File: config.mk
export PLATFORM = sky130hd
export DESIGN_NAME = burst_addr_seq
export DESIGN_NICKNAME = d
export VERILOG_FILES = /design/src/rtl/burst_seq_pkg.sv /design/src/rtl/burst_len_decode.sv /design/src/rtl/burst_addr_step.sv /design/src/rtl/burst_gap_timer.sv /design/src/rtl/burst_addr_seq.sv
export SDC_FILE = /design/constraint.sdc
export NUM_CORES = 1
export LEC_CHECK = 0
export BUFFER_PORTS_ARGS = -buffer_cell sky130_fd_sc_hd__buf_4
export CAP_MARGIN = 5
export CORE_ASPECT_RATIO = 0.7
export CORE_MARGIN = 2
export CORE_UTILIZATION = 57
export CTS_BUF_LIST = sky130_fd_sc_hd__clkbuf_8
export DETAILED_ROUTE_END_ITERATION = 12
export PLACE_DENSITY = 0.94
export SETUP_SLACK_MARGIN = 0.15
export SYNTH_ARGS = -nofsm -noshare
export SYNTH_HDL_FRONTEND = slang
export SYNTH_SLANG_ARGS = --single-unit
File: constraint.sdc
create_clock -name clk -period 2.4 [get_ports clk]
set_input_delay 0.36 -clock clk [delete_from_list [all_inputs] [get_ports clk]]
set_output_delay 0.36 -clock clk [all_outputs]
set_load 0.005 [all_outputs]
File: src/rtl/burst_seq_pkg.sv
package burst_seq_pkg;

    typedef enum logic [1:0] {
        ST_IDLE = 2'd0,
        ST_BEAT = 2'd1,
        ST_GAP  = 2'd2
    } seq_state_t;

    localparam logic [1:0] LEN_SINGLE = 2'd0;
    localparam logic [1:0] LEN_W4     = 2'd1;
    localparam logic [1:0] LEN_W8     = 2'd2;
    localparam logic [1:0] LEN_W16    = 2'd3;

    localparam int MAX_BEATS = 16;
    localparam int CNT_W     = $clog2(MAX_BEATS) + 1;
    localparam int WIN_LOG_W = 3;

endpackage

File: src/rtl/burst_len_decode.sv
module burst_len_decode
    import burst_seq_pkg::*;
#(
    parameter int ADDR_W = 16
) (
    input  logic [1:0]        len_sel,
    input  logic              dir_wr,
    input  logic              rd_burst_en,
    input  logic              wr_burst_en,
    input  logic              wide,
    output logic [CNT_W-1:0]  beats_m1,
    output logic [ADDR_W-1:0] win_mask
);

    logic                 burst_on;
    logic [1:0]           eff_code;
    logic [WIN_LOG_W-1:0] words_log;
    logic [WIN_LOG_W-1:0] win_log;

    always_comb begin
        burst_on = dir_wr ? wr_burst_en : rd_burst_en;
        eff_code = burst_on ? len_sel : LEN_SINGLE;
        unique case (eff_code)
            LEN_W4: begin
                beats_m1  = CNT_W'(3);
                words_log = WIN_LOG_W'(2);
            end
            LEN_W8: begin
                beats_m1  = CNT_W'(7);
                words_log = WIN_LOG_W'(3);
            end
            LEN_W16: begin
                beats_m1  = CNT_W'(15);
                words_log = WIN_LOG_W'(4);
            end
            default: begin
                beats_m1  = CNT_W'(0);
                words_log = WIN_LOG_W'(0);
            end
        endcase
        win_log = words_log + WIN_LOG_W'(wide);
    end

    for (genvar b = 0; b < ADDR_W; b++) begin : g_mask
        assign win_mask[b] = (b < int'(win_log));
    end

endmodule

File: src/rtl/burst_addr_step.sv
module burst_addr_step #(
    parameter int ADDR_W = 16
) (
    input  logic [ADDR_W-1:0] cur,
    input  logic              wide,
    input  logic              wrap,
    input  logic [ADDR_W-1:0] win_mask,
    output logic [ADDR_W-1:0] nxt
);

    logic [ADDR_W-1:0] step;
    logic [ADDR_W-1:0] lin;

    always_comb begin
        step = {{(ADDR_W-2){1'b0}}, wide, ~wide};
        lin  = cur + step;
        if (wrap) begin
            nxt = (cur & ~win_mask) | (lin & win_mask);
        end else begin
            nxt = lin;
        end
    end

endmodule

File: src/rtl/burst_gap_timer.sv
module burst_gap_timer #(
    parameter int DLY_W = 4
) (
    input  logic             clk,
    input  logic             rst_n,
    input  logic             load,
    input  logic [DLY_W-1:0] load_val,
    input  logic             run,
    output logic             done
);

    logic [DLY_W-1:0] cnt_q;

    always_ff @(posedge clk or negedge rst_n) begin
        if (!rst_n) begin
            cnt_q <= '0;
        end else if (load) begin
            cnt_q <= load_val;
        end else if (run && cnt_q != '0) begin
            cnt_q <= cnt_q - DLY_W'(1);
        end
    end

    assign done = run && (cnt_q <= DLY_W'(1));

endmodule

File: src/rtl/burst_addr_seq.sv
module burst_addr_seq
    import burst_seq_pkg::*;
#(
    parameter int ADDR_W = 16,
    parameter int DLY_W  = 4
) (
    input  logic              clk,
    input  logic              rst_n,
    input  logic              start_i,
    input  logic              dir_wr_i,
    input  logic [ADDR_W-1:0] addr_i,
    input  logic [1:0]        len_sel_i,
    input  logic              wrap_en_i,
    input  logic              rd_burst_en_i,
    input  logic              wr_burst_en_i,
    input  logic              wide_i,
    input  logic [DLY_W-1:0]  gap_i,
    output logic              ready_o,
    output logic              beat_o,
    output logic              last_o,
    output logic              wr_o,
    output logic [ADDR_W-1:0] addr_o
);

    seq_state_t        state_q;
    seq_state_t        state_d;

    logic [ADDR_W-1:0] addr_q;
    logic [ADDR_W-1:0] mask_q;
    logic [CNT_W-1:0]  rem_q;
    logic [DLY_W-1:0]  gap_q;
    logic              wr_q;
    logic              wide_q;
    logic              wrap_q;

    logic [CNT_W-1:0]  dec_beats_m1;
    logic [ADDR_W-1:0] dec_mask;
    logic [ADDR_W-1:0] step_addr;
    logic [ADDR_W-1:0] start_aligned;
    logic              gap_done;
    logic              accept;
    logic              advance;

    burst_len_decode #(.ADDR_W(ADDR_W)) len_dec_i (
        .len_sel     (len_sel_i),
        .dir_wr      (dir_wr_i),
        .rd_burst_en (rd_burst_en_i),
        .wr_burst_en (wr_burst_en_i),
        .wide        (wide_i),
        .beats_m1    (dec_beats_m1),
        .win_mask    (dec_mask)
    );

    burst_addr_step #(.ADDR_W(ADDR_W)) step_i (
        .cur      (addr_q),
        .wide     (wide_q),
        .wrap     (wrap_q),
        .win_mask (mask_q),
        .nxt      (step_addr)
    );

    burst_gap_timer #(.DLY_W(DLY_W)) gap_tmr_i (
        .clk      (clk),
        .rst_n    (rst_n),
        .load     (advance),
        .load_val (gap_q),
        .run      (state_q == ST_GAP),
        .done     (gap_done)
    );

    assign accept  = (state_q == ST_IDLE) && start_i;
    assign advance = (state_q == ST_BEAT) && (rem_q != '0);
    assign start_aligned = wide_i ? {addr_i[ADDR_W-1:1], 1'b0} : addr_i;

    // Next-state logic
    always_comb begin
        state_d = state_q;
        unique case (state_q)
            ST_IDLE: begin
                if (start_i) begin
                    state_d = ST_BEAT;
                end
            end
            ST_BEAT: begin
                if (rem_q == '0) begin
                    state_d = ST_IDLE;
                end else if (gap_q == '0) begin
                    state_d = ST_BEAT;
                end else begin
                    state_d = ST_GAP;
                end
            end
            ST_GAP: begin
                if (gap_done) begin
                    state_d = ST_BEAT;
                end
            end
            default: state_d = ST_IDLE;
        endcase
    end

    // State register
    always_ff @(posedge clk or negedge rst_n) begin
        if (!rst_n) begin
            state_q <= ST_IDLE;
        end else begin
            state_q <= state_d;
        end
    end

    // Burst context, captured on accept and stepped per beat
    always_ff @(posedge clk or negedge rst_n) begin
        if (!rst_n) begin
            addr_q <= '0;
            mask_q <= '0;
            rem_q  <= '0;
            gap_q  <= '0;
            wr_q   <= 1'b0;
            wide_q <= 1'b0;
            wrap_q <= 1'b0;
        end else if (accept) begin
            addr_q <= start_aligned;
            mask_q <= dec_mask;
            rem_q  <= dec_beats_m1;
            gap_q  <= gap_i;
            wr_q   <= dir_wr_i;
            wide_q <= wide_i;
            wrap_q <= wrap_en_i;
        end else if (advance) begin
            addr_q <= step_addr;
            rem_q  <= rem_q - CNT_W'(1);
        end
    end

    // Outputs
    always_comb begin
        ready_o = (state_q == ST_IDLE);
        beat_o  = (state_q == ST_BEAT);
        last_o  = (state_q == ST_BEAT) && (rem_q == '0);
        wr_o    = wr_q;
        addr_o  = addr_q;
    end

endmodule

==> results of run 1 <==
worst paths after layout:
kind / to / slack [ns] / cells past startpoint
setup reg to reg: addr_o[8] / 0.19 / 7
setup / recovery: addr_o[8] / 0.19 / 7
hold / removal: addr_o[14] / 0.02 / 1
max in group asynchronous: mask_q[4] / 2.00 / 1
min in group clk: gap_q[0] / 0.25 / 3
hold reg to reg: mask_q[5] / 0.49 / 2
through the flow:
step	cell area (µm²)	total power, mW	hold WS (ns)
2_1_floorplan	2432	2.458	0.06441
3_3_place_gp	2824	2.970	0.3652
3_5_place_dp	2824	3.065	0.3735
4_1_cts	2943	3.662	0.05470
5_1_grt	2957	3.976	0.08098
6_report	2957	3.701	0.02322
final cells by class:
class | count | area [µm²]
Sequential cell | 41 | 1026
Inverter | 14 | 52.55
Timing Repair Buffer | 55 | 412.9
Multi-Input combinational cell | 196 | 1284
Fill cell | 306 | 1061
Tap cell | 52 | 65.06
Clock inverter | 2 | 33.78
Clock buffer | 6 | 82.58
critical path: stages, from the launching register on:
cell     delay, ns
dfrtp_1       0.39
inv_2         0.07
ha_2          0.17
inv_1         0.06
fa_2          0.42
or3_4         0.40
or4_1         0.46
a31oi_1       0.17
report_power, final:
part | internal (mW) | switching, mW | total [mW]
Sequential | 1.00 | 0.349 | 1.35
Combinational | 0.824 | 0.947 | 1.77
Clock | 0.335 | 0.244 | 0.579
layout by cell type (no fill, tap or decap), drive strengths merged, types with 7 or more instances in the layout:
cell type / instances
nand3: 13
dfrtp: 41
a31oi: 8
ha: 10
nand2: 42
nand2b: 7
a21oi: 7
or4: 8
inv: 15
o21ai: 12
nor2: 24
buf: 55
repair_timing:
action / CTS / global route
pin swaps: 0 / 2
buffers inserted: 0 / 1
setup endpoints to repair: 3 / 4
gates resized for setup: 2 / 2
kinds of logic (layout without fill, tap and decap cells):
logic type | Yosys count | in the layout
DFF | 41 | 41
AOI/OAI and AO/OA | 57 | 57
and+or+nand+nor | 119 | 119
xor gates and xnor gates | 4 | 4
adders and majority gates | 12 | 12
buffers and inverters | 24 | 77
muxes | 4 | 4
routing by layer:
| metal | routed length (µm) | GRT usage (%) |
|---|---|---|
| met5 | 0 | 0 |
| met4 | 99 | 8.095 |
| met3 | 380 | 4.908 |
| met2 | 2608 | 39.61 |
| met1 | 2693 | 37.76 |
==> flow_metrics.py, run 1 <==
metrics = {
    "run_status": {
        "outcome": "finished, final reports clean",
    },
    "logic_synthesis": {
        "synth_xor_area_share_pct": 1.440,
        "ys_types": 49,
        "synthCells": 261,
        "syn_nets": 303,
        "yosys-mux-area-fraction_pct": 1.749,
        "synth.most_common_cell": "nand2_1",
        "synthArstFlopShare_pct": 100.0,
        "synth_edf_count": 0,
        "synth_compound_area_share_pct": 17.03,
        "ys_seq_area_share_pct": 42.18,
        "yosysTopAreaCell": "dfrtp_1",
        "synth_common_cells": "nand2_1 (42), dfrtp_1 (41), nor2_1 (24)",
        "syn_area_um2": 2432,
        "yosys.area_share.simple_pct": 25.15,
        "synth_top_family_by_area": "simple AND/OR/NAND/NOR gates",
        "ys_top_cells_by_area": "dfrtp_1 (42%), nand2_1 (6.5%), ha_1 (5.1%)",
        "ys_seq_elements": 41,
        "synth_fa_ha_area_share_pct": 6.790,
        "synth_ff_type": "dfrtp_1",
        "yosysWarnings": 0,
        "postSynthAreaPerCell_um2": 9.319,
        "netlist.area_leader.share_pct": 42.18,
    },
    "finish": {
        "nets": 355,
        "utilization_pct": 73.59,
        "insertedDiodeCount": 0,
        "areaGrowthSynthToFinish_pct": 21.55,
        "fin_cells": 366,
        "drive_gt1_share_pct": 25.16,
    },
    "sta": {
        "period_share_pct": 92.23,
        "max_slew_margin_pct": 63.89,
        "worst_slew_pin_slew_ns": 0.5280,
        "setup_tns_ns": 0,
        "hold_viol": 0,
        "max_freq_mhz": 451.8,
        "setup_ws_ns": 0.1864,
        "rsz0062_at_grt": "yes",
        "setup_viol": 0,
        "skew_ns": 0.01073,
        "maxSlewViolCount": 0,
        "fin_crit_ns": 2.214,
    },
    "routing": {
        "drc": 0,
        "drt_iter0_markers": 162,
        "wire_per_inst_um": 15.80,
        "drt-vias-per-instance": 6.030,
        "dr.pass1.iters": 4,
        "wirelength_mm": 5.781,
        "drtAntennaViolNets": 0,
        "vias": 2207,
    },
    "setup_path": {
        "arrival_ns": 2.44,
        "rr_startpoint": "wide_q",
        "path_max_fanout": 7,
        "critical_path_required_ns": 2.62,
        "start_kind": "register",
        "crit_start": "wide_q",
        "path_class": "register to register",
        "end_kind": "register",
    },
    "clock_tree": {
        "cts.sinks": 41,
        "cts_inserted_buffers": 5,
        "clkTransAtPathRegs_ns": 0.08,
        "h-tree-depth": 2,
        "tritoncts": "yes",
        "holdBufCountCts": 0,
        "root_buffer": "clkbuf_8",
        "cts_buffer_depth": 2,
        "insertion_delay_ns": 0.30,
    },
    "run": {
        "cap_violations": 0,
    },
    "global_route": {
        "track_usage_pct": 25.93,
        "grt-ovfl-total": 0,
        "grt_max_degree": 42,
        "antenna_found_initial": 0,
        "first_global_vias": 2029,
        "grt_pass1_wl_mm": 9.459,
    },
    "floorplan": {
        "row_count": 19,
        "core_area_um2": 4018,
        "die_h_um": 58.66,
        "dieArea_um2": 4814,
        "ios": 50,
        "dieWidth_um": 82.08,
        "start_util_pct": 60.54,
    },
    "power_and_ir_drop": {
        "p_leak_nw": 1.375,
        "pwr_density_cell_nw_per_um2": 1252,
        "worst_ir_drop_vdd_mv": 0.6905,
    },
    "placement": {
        "dp_cells": 357,
        "dpl.hpwl_mm": 4.179,
        "routabilityCongestion": 0.8451,
        "numPortBuffers": 49,
        "pre_cts_ws_ns": 0.05155,
    },
    "min_path": {
        "hold_path_class": "input pin to asynchronous set/reset pin",
    },
}
Power figures use the tool's default switching activity.
==> run 2, diff against run 1 <==
--- a/config.mk
+++ b/config.mk
@@ -12,6 +12,7 @@
 export CORE_UTILIZATION = 57
 export CTS_BUF_LIST = sky130_fd_sc_hd__clkbuf_8
 export DETAILED_ROUTE_END_ITERATION = 12
+export MAX_ROUTING_LAYER = met4
 export PLACE_DENSITY = 0.94
 export SETUP_SLACK_MARGIN = 0.15
 export SYNTH_ARGS = -nofsm -noshare
==> run 2 against run 1 <==
- first-iteration DRC count grew 3.1%
- combinational power barely moved
- sequential cell count is the same
- die area stayed put
- count of clock-buffer cells in the layout did not move
- routed wire length fell by 0.17%
- power barely moved
- fmax rose by 0.20%
- design area stayed put
- worst setup slack gained 0.0044 ns
- sequential power about the same
- via count is 1.3% higher
- critical endpoint unchanged
==> flow_metrics.py, run 2 (synthesis results as in run 1) <==
metrics = {
    "run_status": {
        "outcome": "finished, final reports clean",
    },
    "global_route": {
        "track_usage_pct": 26.79,
        "grt_max_degree": 42,
        "grt_pass1_wl_mm": 9.480,
        "first_global_vias": 2029,
        "antenna_found_initial": 0,
        "grt-ovfl-total": 0,
    },
    "floorplan": {
        "die_h_um": 58.66,
        "dieArea_um2": 4814,
        "row_count": 19,
        "core_area_um2": 4018,
        "dieWidth_um": 82.08,
        "ios": 50,
        "start_util_pct": 60.54,
    },
    "sta": {
        "setup_viol": 0,
        "max_freq_mhz": 452.7,
        "worst_slew_pin_slew_ns": 0.5303,
        "maxSlewViolCount": 0,
        "fin_crit_ns": 2.209,
        "skew_ns": 0.009761,
        "rsz0062_at_grt": "yes",
        "setup_tns_ns": 0,
        "fin_hold_ws_ns": 0.02558,
        "period_share_pct": 92.05,
        "max_slew_margin_pct": 63.74,
        "hold_viol": 0,
    },
    "clock_tree": {
        "insertion_delay_ns": 0.30,
        "cts.sinks": 41,
        "clkTransAtPathRegs_ns": 0.08,
        "cts_buffer_depth": 2,
        "root_buffer": "clkbuf_8",
        "h-tree-depth": 2,
        "tritoncts": "yes",
        "cts_inserted_buffers": 5,
    },
    "setup_path": {
        "path_max_fanout": 7,
        "start_kind": "register",
        "arrival_ns": 2.43,
        "end_kind": "register",
        "slowest_delay_ns": 0.47,
        "path_class": "register to register",
        "cp_top_family": "simple AND/OR/NAND/NOR gates",
        "critPathBufInv": 2,
        "reg2reg_setup_slack_ns": 0.19,
        "critical_path_required_ns": 2.62,
        "worstPathCellList": "inv_2 -> ha_2 -> inv_1 -> fa_2 -> or3_4 -> or4_1 -> a31oi_1",
        "cp_slowest_cell": "or4_1",
    },
    "placement": {
        "postPlaceCellArea_um2": 2824,
        "dpl.hpwl_mm": 4.179,
        "routabilityCongestion": 0.8583,
        "dp_cells": 357,
        "numPortBuffers": 49,
    },
    "routing": {
        "drt_iter0_markers": 167,
        "drtAntennaViolNets": 0,
        "wire_per_inst_um": 15.77,
        "drt-vias-per-instance": 6.109,
        "wirelength_mm": 5.771,
        "vias": 2236,
        "dr.pass1.iters": 4,
        "drc": 0,
    },
    "min_path": {
        "hold_path_class": "input pin to asynchronous set/reset pin",
    },
    "finish": {
        "fin_cells": 366,
        "areaGrowthSynthToFinish_pct": 21.55,
        "insertedDiodeCount": 0,
        "final_common_cell": "buf_4",
        "drive_gt1_share_pct": 25.16,
        "layout_common_cells": "buf_4 (55), nand2_1 (42), dfrtp_1 (41), nor2_1 (24), inv_1 (13)",
        "final_area_um2": 2957,
        "nets": 355,
    },
    "power_and_ir_drop": {
        "total_power_mw": 3.700,
        "worst_ir_drop_vdd_mv": 0.6885,
        "p_leak_nw": 1.375,
        "pwr_density_cell_nw_per_um2": 1252,
    },
    "run": {
        "cap_violations": 0,
    },
}
run 2: cell counts in the layout (fill, tap and decap cells not counted):
Identical to the previous run, type by type.
run 2: per-layer routing:
layer  global-route usage, %  part of all wire [%]  vias up
met5                       -                     0        -
met4                   8.095                   1.4        0
met3                   4.601                   7.4       13
met2                   39.37                    46       96
met1                   38.37                    45     1073
li1                        -                     -     1054
run 2: layout make-up:
type,count,area (µm²)
Multi-Input combinational cell,196,1284
Fill cell,306,1061
Sequential cell,41,1026
Timing Repair Buffer,55,412.9
Clock buffer,6,82.58
Tap cell,52,65.06
Inverter,14,52.55
Clock inverter,2,33.78
run 2: path summary, 6_finish.rpt:
| check | depth (start not counted) | endpoint | start |
|---|---|---|---|
| max in group asynchronous | 1 | mask_q[4] | rst_n |
| min | 1 | addr_o[14] | rst_n |
| min reg2reg | 2 | mask_q[5] | mask_q[5] |
| max reg2reg | 7 | addr_o[8] | wide_q |
| min in group clk | 3 | gap_q[0] | gap_i[0] |
| max | 7 | addr_o[8] | wide_q |
run 2: per-stage QoR:
step / utilization (%) / setup WS (ns)
finish: 73.59 / 0.1908
global route: 73.59 / 0.1163
CTS: 73.25 / 0.1564
detailed placement: 70.29 / 0.05155
global placement: 70.29 / 0.1261
floorplan: - / 0.2065
run 2: timing repair:
item	CTS	global route
endpoints found under the setup margin	3	4
pin swaps	0	2
hold endpoints to repair	0	0
resized for setup	2	2
setup buffers	0	1
hold buffers	0	0
run 2: power breakdown:
part,internal [mW],switching (mW)
registers,1.00,0.348
clock network,0.335,0.243
logic,0.826,0.946
